## src/rtl/nandgeo_pkg.sv

```systemverilog
package nandgeo_pkg;
  typedef enum logic [2:0] {
    ST_IDLE,
    ST_SIZE,
    ST_STR_GO,
    ST_STR_RUN,
    ST_MARK_GO,
    ST_MARK_RUN
  } geo_state_e;
endpackage

```

## src/rtl/nandgeo_chunk_sizer.sv

```systemverilog
// Picks the smallest power-of-two chunk that covers the spare area.
module nandgeo_chunk_sizer #(
  parameter int SPARE_W  = 16,
  parameter int MIN_LOG2 = 9,
  parameter int MAX_LOG2 = 11,
  parameter int CL_W     = 4
) (
  input  logic [SPARE_W-1:0] spare,
  output logic [CL_W-1:0]    chunk_log2,
  output logic               too_big
);
  localparam int N = MAX_LOG2 - MIN_LOG2 + 1;

  logic [N-1:0] fits;

  for (genvar i = 0; i < N; i++) begin : g_fit
    localparam int K = MIN_LOG2 + i;
    assign fits[i] = (33'(spare) <= (33'd1 << K));
  end

  always_comb begin
    chunk_log2 = CL_W'(MAX_LOG2);
    too_big    = !fits[N-1];
    for (int j = N - 1; j >= 0; j--) begin
      if (fits[j]) chunk_log2 = CL_W'(MIN_LOG2 + j);
    end
  end
endmodule

```

## src/rtl/nandgeo_divider.sv

```systemverilog
// Restoring shift-subtract divider, one quotient bit per clock.
module nandgeo_divider #(
  parameter int W = 20
) (
  input  logic         clk,
  input  logic         rst_n,
  input  logic         start,
  input  logic [W-1:0] num,
  input  logic [W-1:0] den,
  output logic         done,
  output logic [W-1:0] quot,
  output logic [W-1:0] rem
);
  localparam int CW = $clog2(W + 1);

  logic [W-1:0]  q_r, r_r, d_r;
  logic [CW-1:0] cnt;
  logic          busy;
  logic [W:0]    trial;

  assign trial = {r_r, q_r[W-1]};
  assign quot  = q_r;
  assign rem   = r_r;

  always_ff @(posedge clk or negedge rst_n) begin
    if (!rst_n) begin
      q_r  <= '0;
      r_r  <= '0;
      d_r  <= '0;
      cnt  <= '0;
      busy <= 1'b0;
      done <= 1'b0;
    end else begin
      done <= 1'b0;
      if (start) begin
        q_r  <= num;
        r_r  <= '0;
        d_r  <= den;
        cnt  <= CW'(W);
        busy <= 1'b1;
      end else if (busy) begin
        if (trial >= {1'b0, d_r}) begin
          r_r <= W'(trial - {1'b0, d_r});
          q_r <= {q_r[W-2:0], 1'b1};
        end else begin
          r_r <= trial[W-1:0];
          q_r <= {q_r[W-2:0], 1'b0};
        end
        cnt <= cnt - CW'(1);
        if (cnt == CW'(1)) begin
          busy <= 1'b0;
          done <= 1'b1;
        end
      end
    end
  end
endmodule

```

## src/rtl/nandgeo_calc.sv

```systemverilog
module nandgeo_calc
  import nandgeo_pkg::*;
#(
  parameter int PAGE_W         = 16,
  parameter int SPARE_W        = 16,
  parameter int CHUNK_MIN_LOG2 = 9,
  parameter int CHUNK_MAX_LOG2 = 11,
  parameter int GF_LEN         = 13,
  parameter int META_BYTES     = 10,
  parameter int MAX_STRENGTH   = 40
) (
  input  logic                              clk,
  input  logic                              rst_n,
  input  logic                              in_valid,
  output logic                              in_ready,
  input  logic [PAGE_W-1:0]                 page_bytes,
  input  logic [SPARE_W-1:0]                spare_bytes,
  output logic                              done,
  output logic                              err,
  output logic [CHUNK_MAX_LOG2:0]           chunk_size,
  output logic [PAGE_W-1:0]                 chunk_count,
  output logic [$clog2(MAX_STRENGTH+1)-1:0] strength,
  output logic [PAGE_W-1:0]                 mark_byte,
  output logic [2:0]                        mark_bit
);
  localparam int WIDEST  = (PAGE_W > SPARE_W) ? PAGE_W : SPARE_W;
  localparam int DIV_W   = WIDEST + 4;
  localparam int STR_W   = $clog2(MAX_STRENGTH + 1);
  localparam int CL_W    = $clog2(CHUNK_MAX_LOG2 + 1);
  localparam int CHUNK_W = CHUNK_MAX_LOG2 + 1;

  geo_state_e         state;
  logic [PAGE_W-1:0]  page_q;
  logic [SPARE_W-1:0] spare_q;
  logic [CL_W-1:0]    clog_q;
  logic [PAGE_W-1:0]  count_q;
  logic [STR_W-1:0]   str_q;

  // sizing
  logic [CL_W-1:0]   clog_c;
  logic              too_big_c;
  logic [PAGE_W-1:0] count_c;
  logic              size_err_c;

  nandgeo_chunk_sizer #(
    .SPARE_W (SPARE_W),
    .MIN_LOG2(CHUNK_MIN_LOG2),
    .MAX_LOG2(CHUNK_MAX_LOG2),
    .CL_W    (CL_W)
  ) u_sizer (
    .spare     (spare_q),
    .chunk_log2(clog_c),
    .too_big   (too_big_c)
  );

  assign count_c    = page_q >> clog_c;
  assign size_err_c = too_big_c || (spare_q < SPARE_W'(META_BYTES)) || (count_c == '0);

  // shared divider
  logic             div_start, div_done, marking;
  logic [DIV_W-1:0] div_num, div_den, div_q, div_r;
  logic [DIV_W-1:0] num_str, den_str, num_mark, den_mark;
  logic [DIV_W-1:0] chunk_bits, parity_bits, q_even, mark_pos;
  logic [STR_W-1:0] str_next;
  logic             in_parity;

  assign num_str     = (DIV_W'(spare_q) - DIV_W'(META_BYTES)) << 3;
  assign den_str     = DIV_W'(count_q) * DIV_W'(GF_LEN);
  assign chunk_bits  = (DIV_W'(1) << clog_q) << 3;
  assign parity_bits = DIV_W'(str_q) * DIV_W'(GF_LEN);
  assign num_mark    = (DIV_W'(page_q) << 3) - DIV_W'(META_BYTES * 8);
  assign den_mark    = chunk_bits + parity_bits;

  assign marking   = (state == ST_MARK_GO) || (state == ST_MARK_RUN);
  assign div_start = (state == ST_STR_GO) || (state == ST_MARK_GO);
  assign div_num   = marking ? num_mark : num_str;
  assign div_den   = marking ? den_mark : den_str;

  nandgeo_divider #(.W(DIV_W)) u_div (
    .clk  (clk),
    .rst_n(rst_n),
    .start(div_start),
    .num  (div_num),
    .den  (div_den),
    .done (div_done),
    .quot (div_q),
    .rem  (div_r)
  );

  // strength: round down to even, then clamp
  assign q_even   = div_q & ~DIV_W'(1);
  assign str_next = (q_even > DIV_W'(MAX_STRENGTH)) ? STR_W'(MAX_STRENGTH) : STR_W'(q_even);

  // marker: P - k*E equals k*D + remainder, so no multiplier is needed
  assign mark_pos  = ((div_q << clog_q) << 3) + div_r;
  assign in_parity = div_r > chunk_bits;

  assign in_ready = (state == ST_IDLE);

  always_ff @(posedge clk or negedge rst_n) begin
    if (!rst_n) begin
      state       <= ST_IDLE;
      page_q      <= '0;
      spare_q     <= '0;
      clog_q      <= '0;
      count_q     <= '0;
      str_q       <= '0;
      done        <= 1'b0;
      err         <= 1'b0;
      chunk_size  <= '0;
      chunk_count <= '0;
      strength    <= '0;
      mark_byte   <= '0;
      mark_bit    <= '0;
    end else begin
      done <= 1'b0;
      case (state)
        ST_IDLE: begin
          if (in_valid) begin
            page_q  <= page_bytes;
            spare_q <= spare_bytes;
            state   <= ST_SIZE;
          end
        end
        ST_SIZE: begin
          clog_q  <= clog_c;
          count_q <= count_c;
          if (size_err_c) begin
            done        <= 1'b1;
            err         <= 1'b1;
            chunk_size  <= '0;
            chunk_count <= '0;
            strength    <= '0;
            mark_byte   <= '0;
            mark_bit    <= '0;
            state       <= ST_IDLE;
          end else begin
            state <= ST_STR_GO;
          end
        end
        ST_STR_GO: state <= ST_STR_RUN;
        ST_STR_RUN: begin
          if (div_done) begin
            str_q <= str_next;
            state <= ST_MARK_GO;
          end
        end
        ST_MARK_GO: state <= ST_MARK_RUN;
        ST_MARK_RUN: begin
          if (div_done) begin
            done  <= 1'b1;
            state <= ST_IDLE;
            if (in_parity) begin
              err         <= 1'b1;
              chunk_size  <= '0;
              chunk_count <= '0;
              strength    <= '0;
              mark_byte   <= '0;
              mark_bit    <= '0;
            end else begin
              err         <= 1'b0;
              chunk_size  <= CHUNK_W'(1) << clog_q;
              chunk_count <= count_q;
              strength    <= str_q;
              mark_byte   <= PAGE_W'(mark_pos >> 3);
              mark_bit    <= mark_pos[2:0];
            end
          end
        end
        default: state <= ST_IDLE;
      endcase
    end
  end
endmodule

```

## config.mk

```make
export PLATFORM = sky130hd
export DESIGN_NAME = nandgeo_calc
export DESIGN_NICKNAME = d
export VERILOG_FILES = /design/src/rtl/nandgeo_pkg.sv /design/src/rtl/nandgeo_chunk_sizer.sv /design/src/rtl/nandgeo_divider.sv /design/src/rtl/nandgeo_calc.sv
export SDC_FILE = /design/constraint.sdc
export NUM_CORES = 1
export LEC_CHECK = 0
export ABC_AREA = 1
export CORE_ASPECT_RATIO = 0.5
export CORE_MARGIN = 5
export CORE_UTILIZATION = 54
export DETAILED_ROUTE_END_ITERATION = 10
export HOLD_SLACK_MARGIN = 0.1
export PLACE_DENSITY = 0.78
export SLEW_MARGIN = 10
export SYNTH_ARGS = -nofsm -noshare
export SYNTH_HDL_FRONTEND = slang
export SYNTH_SLANG_ARGS = --single-unit
```

## constraint.sdc

```tcl
create_clock -name clk -period 3.3 [get_ports clk]
set_clock_uncertainty 0.2 [all_clocks]
set_input_delay 0.495 -clock clk [delete_from_list [all_inputs] [get_ports clk]]
set_output_delay 0.495 -clock clk [all_outputs]
set_load 0.02 [all_outputs]
```

# --- Word level (Yosys, flattened, before mapping) ---
# Cells that the tools add are included.
word_totals:
  word_cells: 111
  latch_bits: 0
  regBits: 183
  ramBits: 0
  out_inout_bits: 56
  romBits: 0
  memories: 0
classes:
  n_mux: 50
  eq_ne: 10
  add_sub_neg: 6
  n_bitwise: 0
  div_mod_pow: 0
  multipliers: 2
  shifts: 4
  magnitude_cmp: 7
  n_reduce_logical: 13
ops:
  columns: ["cell", "n"]
  rows:
  - ["20-bit 2-to-1 mux", 7]
  - ["16-bit 2-to-1 mux", 5]
  - ["16-bit case mux with 2 select lines", 2]
  - ["12-bit 2-to-1 mux", 3]
  - ["6-bit 2-to-1 mux", 4]
  - ["12-bit case mux with 2 select lines", 1]
  - ["21-bit by 20-bit greater-or-equal comparator with 1-bit output", 1]
  - ["20-bit by 10-bit adder with 20-bit output", 1]
  - ["20-bit > comparator", 1]
  - ["20-bit by 6-bit > comparator with 1-bit output (second input constant)", 1]
  - ["16-bit by 4-bit multiplier with 20-bit output (second input constant)", 1]
  - ["20-bit by 4-bit << shifter with 16-bit output", 1]
  - ["19-bit by 7-bit subtractor with 20-bit output (second input constant)", 1]
  - ["20-bit subtractor", 1]
  - ["19-bit adder", 1]
  - ["3-bit 2-to-1 mux", 6]
  - ["3-bit case mux with 6 select lines", 1]
  - ["1-bit by 4-bit << shifter with 17-bit output (first input constant)", 1]
  - ["16-bit by 4-bit subtractor with 17-bit output (second input constant)", 1]
  - ["16-bit by 10-bit <= comparator with 1-bit output (second input constant)", 1]
  - ["16-bit by 11-bit <= comparator with 1-bit output (second input constant)", 1]
  - ["16-bit by 12-bit <= comparator with 1-bit output (second input constant)", 1]
  - ["16-bit logical NOT", 1]
  - ["16-bit by 4-bit < comparator with 1-bit output (second input constant)", 1]
  - ["22 further kinds", 47]

# --- Longest topological paths before layout ---
depth:
  ltp_word: 8
  ltp_mapped: 19
  mapped_depth_nobuf: 18

# --- Hierarchy ---
# A second synthesis with hierarchy kept.
unflattened:
  cells_unflattened: 2203
  hier_area_um2: 14884.3
by_module_without_submodules:
  columns: ["module", "seq_area_each_um2", "area_each_um2", "cells_each", "n_inst"]
  rows:
  - ["nandgeo_calc", 2852.7, 10297.4, 1534, 1]
  - ["nandgeo_divider", 1676.6, 4385.5, 623, 1]
  - ["nandgeo_chunk_sizer", 0.0, 201.4, 46, 1]

# --- Worst setup path after synthesis ---
# Ideal clock, no wire load.
synth_path:
  path_kind: "register -> register"
  startpoint: "register str_q[3]"
  endpoint: "register u_div.d_r[9]"
  slack_ps: 72
  path_stages_with_launch: 18
  path_buffers: 0
  setup_time_ps: 83
  arrival_ps: 2946
  t_required_ps: 3017
  synth_period_minus_slack_ps: 3228
  path_cell_list: "dfrtp_1 -> ha_1 -> inv_1 -> fa_1 -> fa_1 -> inv_1 -> ha_1 -> a21oi_1 -> nor2_1 -> o21ai_0 -> nand2_1 -> nand2_1 -> nand2_1 -> nand2_1 -> nand2_1 -> o21ai_0 -> nand2_1 -> o21ai_0"
synth_between:
  elab_chain_len: 3
synth_rtl:
  columns: ["element", "line_no", "source"]
  rows:
  - ["start: declaration", "nandgeo_calc.sv:37", "logic [STR_W-1:0] str_q;"]
  - ["start signal: assignment", "nandgeo_calc.sv:144", "str_q <= str_next;"]
  - ["6-bit by 4-bit multiplier with 10-bit output", "nandgeo_calc.sv:70", "assign parity_bits = DIV_W'(str_q) * DIV_W'(GF_LEN);"]
  - ["20-bit by 10-bit adder with 20-bit output", "nandgeo_calc.sv:72", "assign den_mark = chunk_bits + parity_bits;"]
  - ["20-bit 2-to-1 mux", "nandgeo_calc.sv:77", "assign div_den = marking ? den_mark : den_str;"]
  - ["end signal: assignment", "nandgeo_divider.sv:38", "d_r <= den;"]
  - ["end: declaration", "nandgeo_divider.sv:16", "logic [W-1:0] q_r, r_r, d_r;"]
# Every way passes these cells.
# A chain may end at the register's enable or synchronous reset.

# --- Worst setup path after layout ---
# Ends and elaborated chain as after synthesis.

==> impl_metrics.yaml <==
detailed_routing:
  num_vias: 10700
  drtPass1Iterations: 5
  routed_wl_um: 34300
  viasPerCell: 5.66
  drc: 0
  drtIter0Drc: 995
  wl_per_cell_um: 18.1
  detail-route-antenna-nets: 0
power:
  netSwitchingPower_mw: 6.33
  cellInternalPower_mw: 6.51
  clkPwrFrac_pct: 16.8
  power.share.sequential_pct: 24.6
  leakagePower_nw: 6.39
  power_density_nw_per_um2: 982
  peakVddDrop_v: 0.000471
  p_comb_share_pct: 58.6
  finalPower_mw: 12.8
  swShare_pct: 49.3
floorplanning:
  coreArea_um2: 20300
  rows: 37
  start_util_pct: 54.3
  die_h_um: 111
  die_width_um: 212
  ios: 91
  dieArea_um2: 23600
critical_path:
  r2r_cells: 17
  cp.arrival_ns: 3.36
  crit_fanout: 2
  critical_path_required_ns: 3.47
  cp-end-kind: "flop"
  cp-start-kind: "flop"
  crit_type: "flop to flop"
clock_network:
  numCtsBuffers: 17
  cts_tree: "done"
  cts_sinks: 155
  htree_levels: 4
  path_clk_slew_ns: 0.07
  cts_buffer_depth: 2
  clk_latency_ns: 0.46
  clockRootBuffer: "clkbuf_16"
layout:
  drive_gt1_share_pct: 9.06
  num_antenna_cells: 0
  fin_util_pct: 64.3
  nets: 1737
  area_growth_pct: 18.5
logic_synthesis:
  synth_top_area_share_pct: 35.1
  synth-seq-cells: 155
  synth_top_family_by_area: "simple AND/OR/NAND/NOR gates"
  synth_commonest_cells: "nand2_1 (322), inv_1 (184), nor2_1 (159), dfrtp_1 (155), o21ai_0 (124)"
  synthMuxAreaShare_pct: 0.816
  seq_area_frac_synth_pct: 35.1
  syn-mean-instance-area_um2: 7.31
  netlist_area_um2: 11000
  async_reset_ff_share_pct: 100
  synth_adder_area_share_pct: 11.4
  synth_edf_count: 0
  synth_flop_cell: "dfrtp_1"
  ys_warn_count: 0
  synth-simple-area-share_pct: 26.0
  synth_compound_area_share_pct: 14.6
  yosysUniqueCellTypes: 47
  netlist_top_cells_area: "dfrtp_1 (35%), nand2_1 (11%), ha_1 (9.2%), inv_1 (6.3%), o21ai_0 (5.6%)"
  synth_top_area_cell: "dfrtp_1"
  post-synth-top-count-cell: "nand2_1"
  syn_inst: 1510
  synth_xor_xnor_area_share_pct: 2.38
sta:
  worst_hold_slack_ns: 0.269
  fin_crit_ns: 3.19
  setup_ws_ns: 0.115
  fmax_mhz: 314
  max_slew_margin_pct: 45.8
  report.final.setup_viol: 0
  max_slew.worst_pin.slew_ns: 0.810
  slew_violations: 0
  rsz0062_at_grt: "yes"
  hold_viol: 0
  period_share_pct: 96.5
global_routing:
  antenna_found_initial: 0
  grt_overflow: 0
  grt_pass1_wl_um: 54600
  grt_usage_pct: 29.3
  grt_max_degree: 69
  first_global_vias: 10100
worst_hold_path:
  hp-class: "flop to flop"
  hold_path_depth: 2
place:
  dp_slack_ns: -0.0298
  port-buffer-count: 77
  gp_congestion: 1.01
  dp_hpwl_um: 26900
run_status:
  status: "finished, final reports clean"
job:
  drv_cap: 0
-- flip-flops by register name (all words and copies together) (netlist names), 3 cells and up --
| signal | flops |
|---|---|
| chunk_count | 8 |
| chunk_size | 8 |
| clog_q | 3 |
| count_q | 8 |
| mark_bit | 3 |
| mark_byte | 16 |
| page_q | 16 |
| spare_q | 16 |
| state | 3 |
| str_q | 5 |
| strength | 5 |
| u_div.cnt | 5 |
| u_div.d_r | 15 |
| u_div.quot | 20 |
| u_div.rem | 20 |
-- layer usage --
layer  share of wire (%)  wire length, µm  vias up  GRT usage [%]
met1                  47            16000     5149           42.3
met3                 7.5             2580       38           7.94
met5                   0                0        -              0
met4                 1.6              543        0           6.95
li1                    -                -     5161              -
met2                  44            15100      378           44.1
-- layout make-up --
cell class,instances,area [µm²]
inverters,194,734
repair buffers,134,1260
well taps,273,342
clock inverters,13,191
multi-input cells,1107,6220
flip-flops and latches,155,3880
clock buffers,19,443
fillers,1821,7250
-- cells in the final DEF, fill, tap and decap left out, types with 4 or more instances in the layout --
master and n:
a21oi_1 86, a21oi_2 6, a31oi_1 8, buf_12 4, buf_4 51, bufinv_16 4
clkbuf_16 17, clkdlybuf4s50_1 76, conb_1 13, dfrtp_1 151, dfrtp_2 4, fa_1 11
ha_1 78, inv_1 180, inv_2 10, mux2_2 8, nand2_1 319, nand2_2 5
nand3_1 122, nand4_1 14, nor2_1 152, nor2_2 8, nor3_1 32, nor4_1 8
o211ai_1 21, o21a_1 5, o21ai_0 109, o21ai_1 14, o221ai_1 12, o22ai_1 10
xnor2_1 14, xor2_1 16
-- metrics by stage --
stage	setup TNS, ns	area, µm²	cells
after floorplan	0	11100	1522
after global placement	-0.0235	12300	1856
after detailed placement	-0.0298	12300	1856
after CTS	0	12900	1889
after global routing	-0.0986	13100	1895
final	0	13100	1895
-- worst paths after layout --
kind,slack [ns],from,end
worst max register to register,0.11,str_q[3],u_div.d_r[9]
worst max-delay path,0.11,str_q[3],u_div.d_r[9]
max in group asynchronous,1.76,rst_n,strength[3]
worst min-delay path,0.27,chunk_count[7],chunk_count[7]
worst min register to register,0.27,chunk_count[7],chunk_count[7]
min in group asynchronous,0.41,rst_n,page_q[0]
-- critical path, stage by stage, from the launching register on --
cell	delay [ns]
dfrtp_1	0.39
ha_1	0.29
inv_1	0.07
fa_1	0.42
fa_1	0.51
inv_1	0.05
ha_1	0.27
a21oi_2	0.14
nor2_2	0.06
o21ai_2	0.14
nand2_1	0.07
nand2_1	0.06
nand2_1	0.07
nand2_1	0.06
nand2_1	0.05
o21ai_1	0.13
nand2_1	0.06
o21ai_1	0.07
-- what timing repair did --
action | CTS | global route
buffers inserted | 0 | 6
endpoints found under the hold margin | 66 | 0
pin swaps | 0 | 11
endpoints found under the setup margin | 1 | 43
resized for setup | 1 | 47
gates cloned | 0 | 0
hold buffers | 1 | 0
-- power groups by stage --
stage / clock [mW] / combinational, mW / sequential, mW
floorplan: 0 / 5.15 / 3.00
global route: 2.29 / 8.39 / 3.24
detailed placement: 0 / 7.15 / 3.18
global placement: 0 / 7.00 / 3.16
finish: 2.16 / 7.53 / 3.16
CTS: 2.18 / 7.22 / 3.16
-- kinds of logic after synthesis --
| group | after synthesis |
|---|---|
| fa+ha+maj | 93 |
| compound gates | 287 |
| other cells | 1 |
| buf+inv | 260 |
| simple gates | 676 |
| flops | 155 |
| mux | 8 |
| xor+xnor | 30 |
No activity file was read; power rests on OpenSTA's default activity.
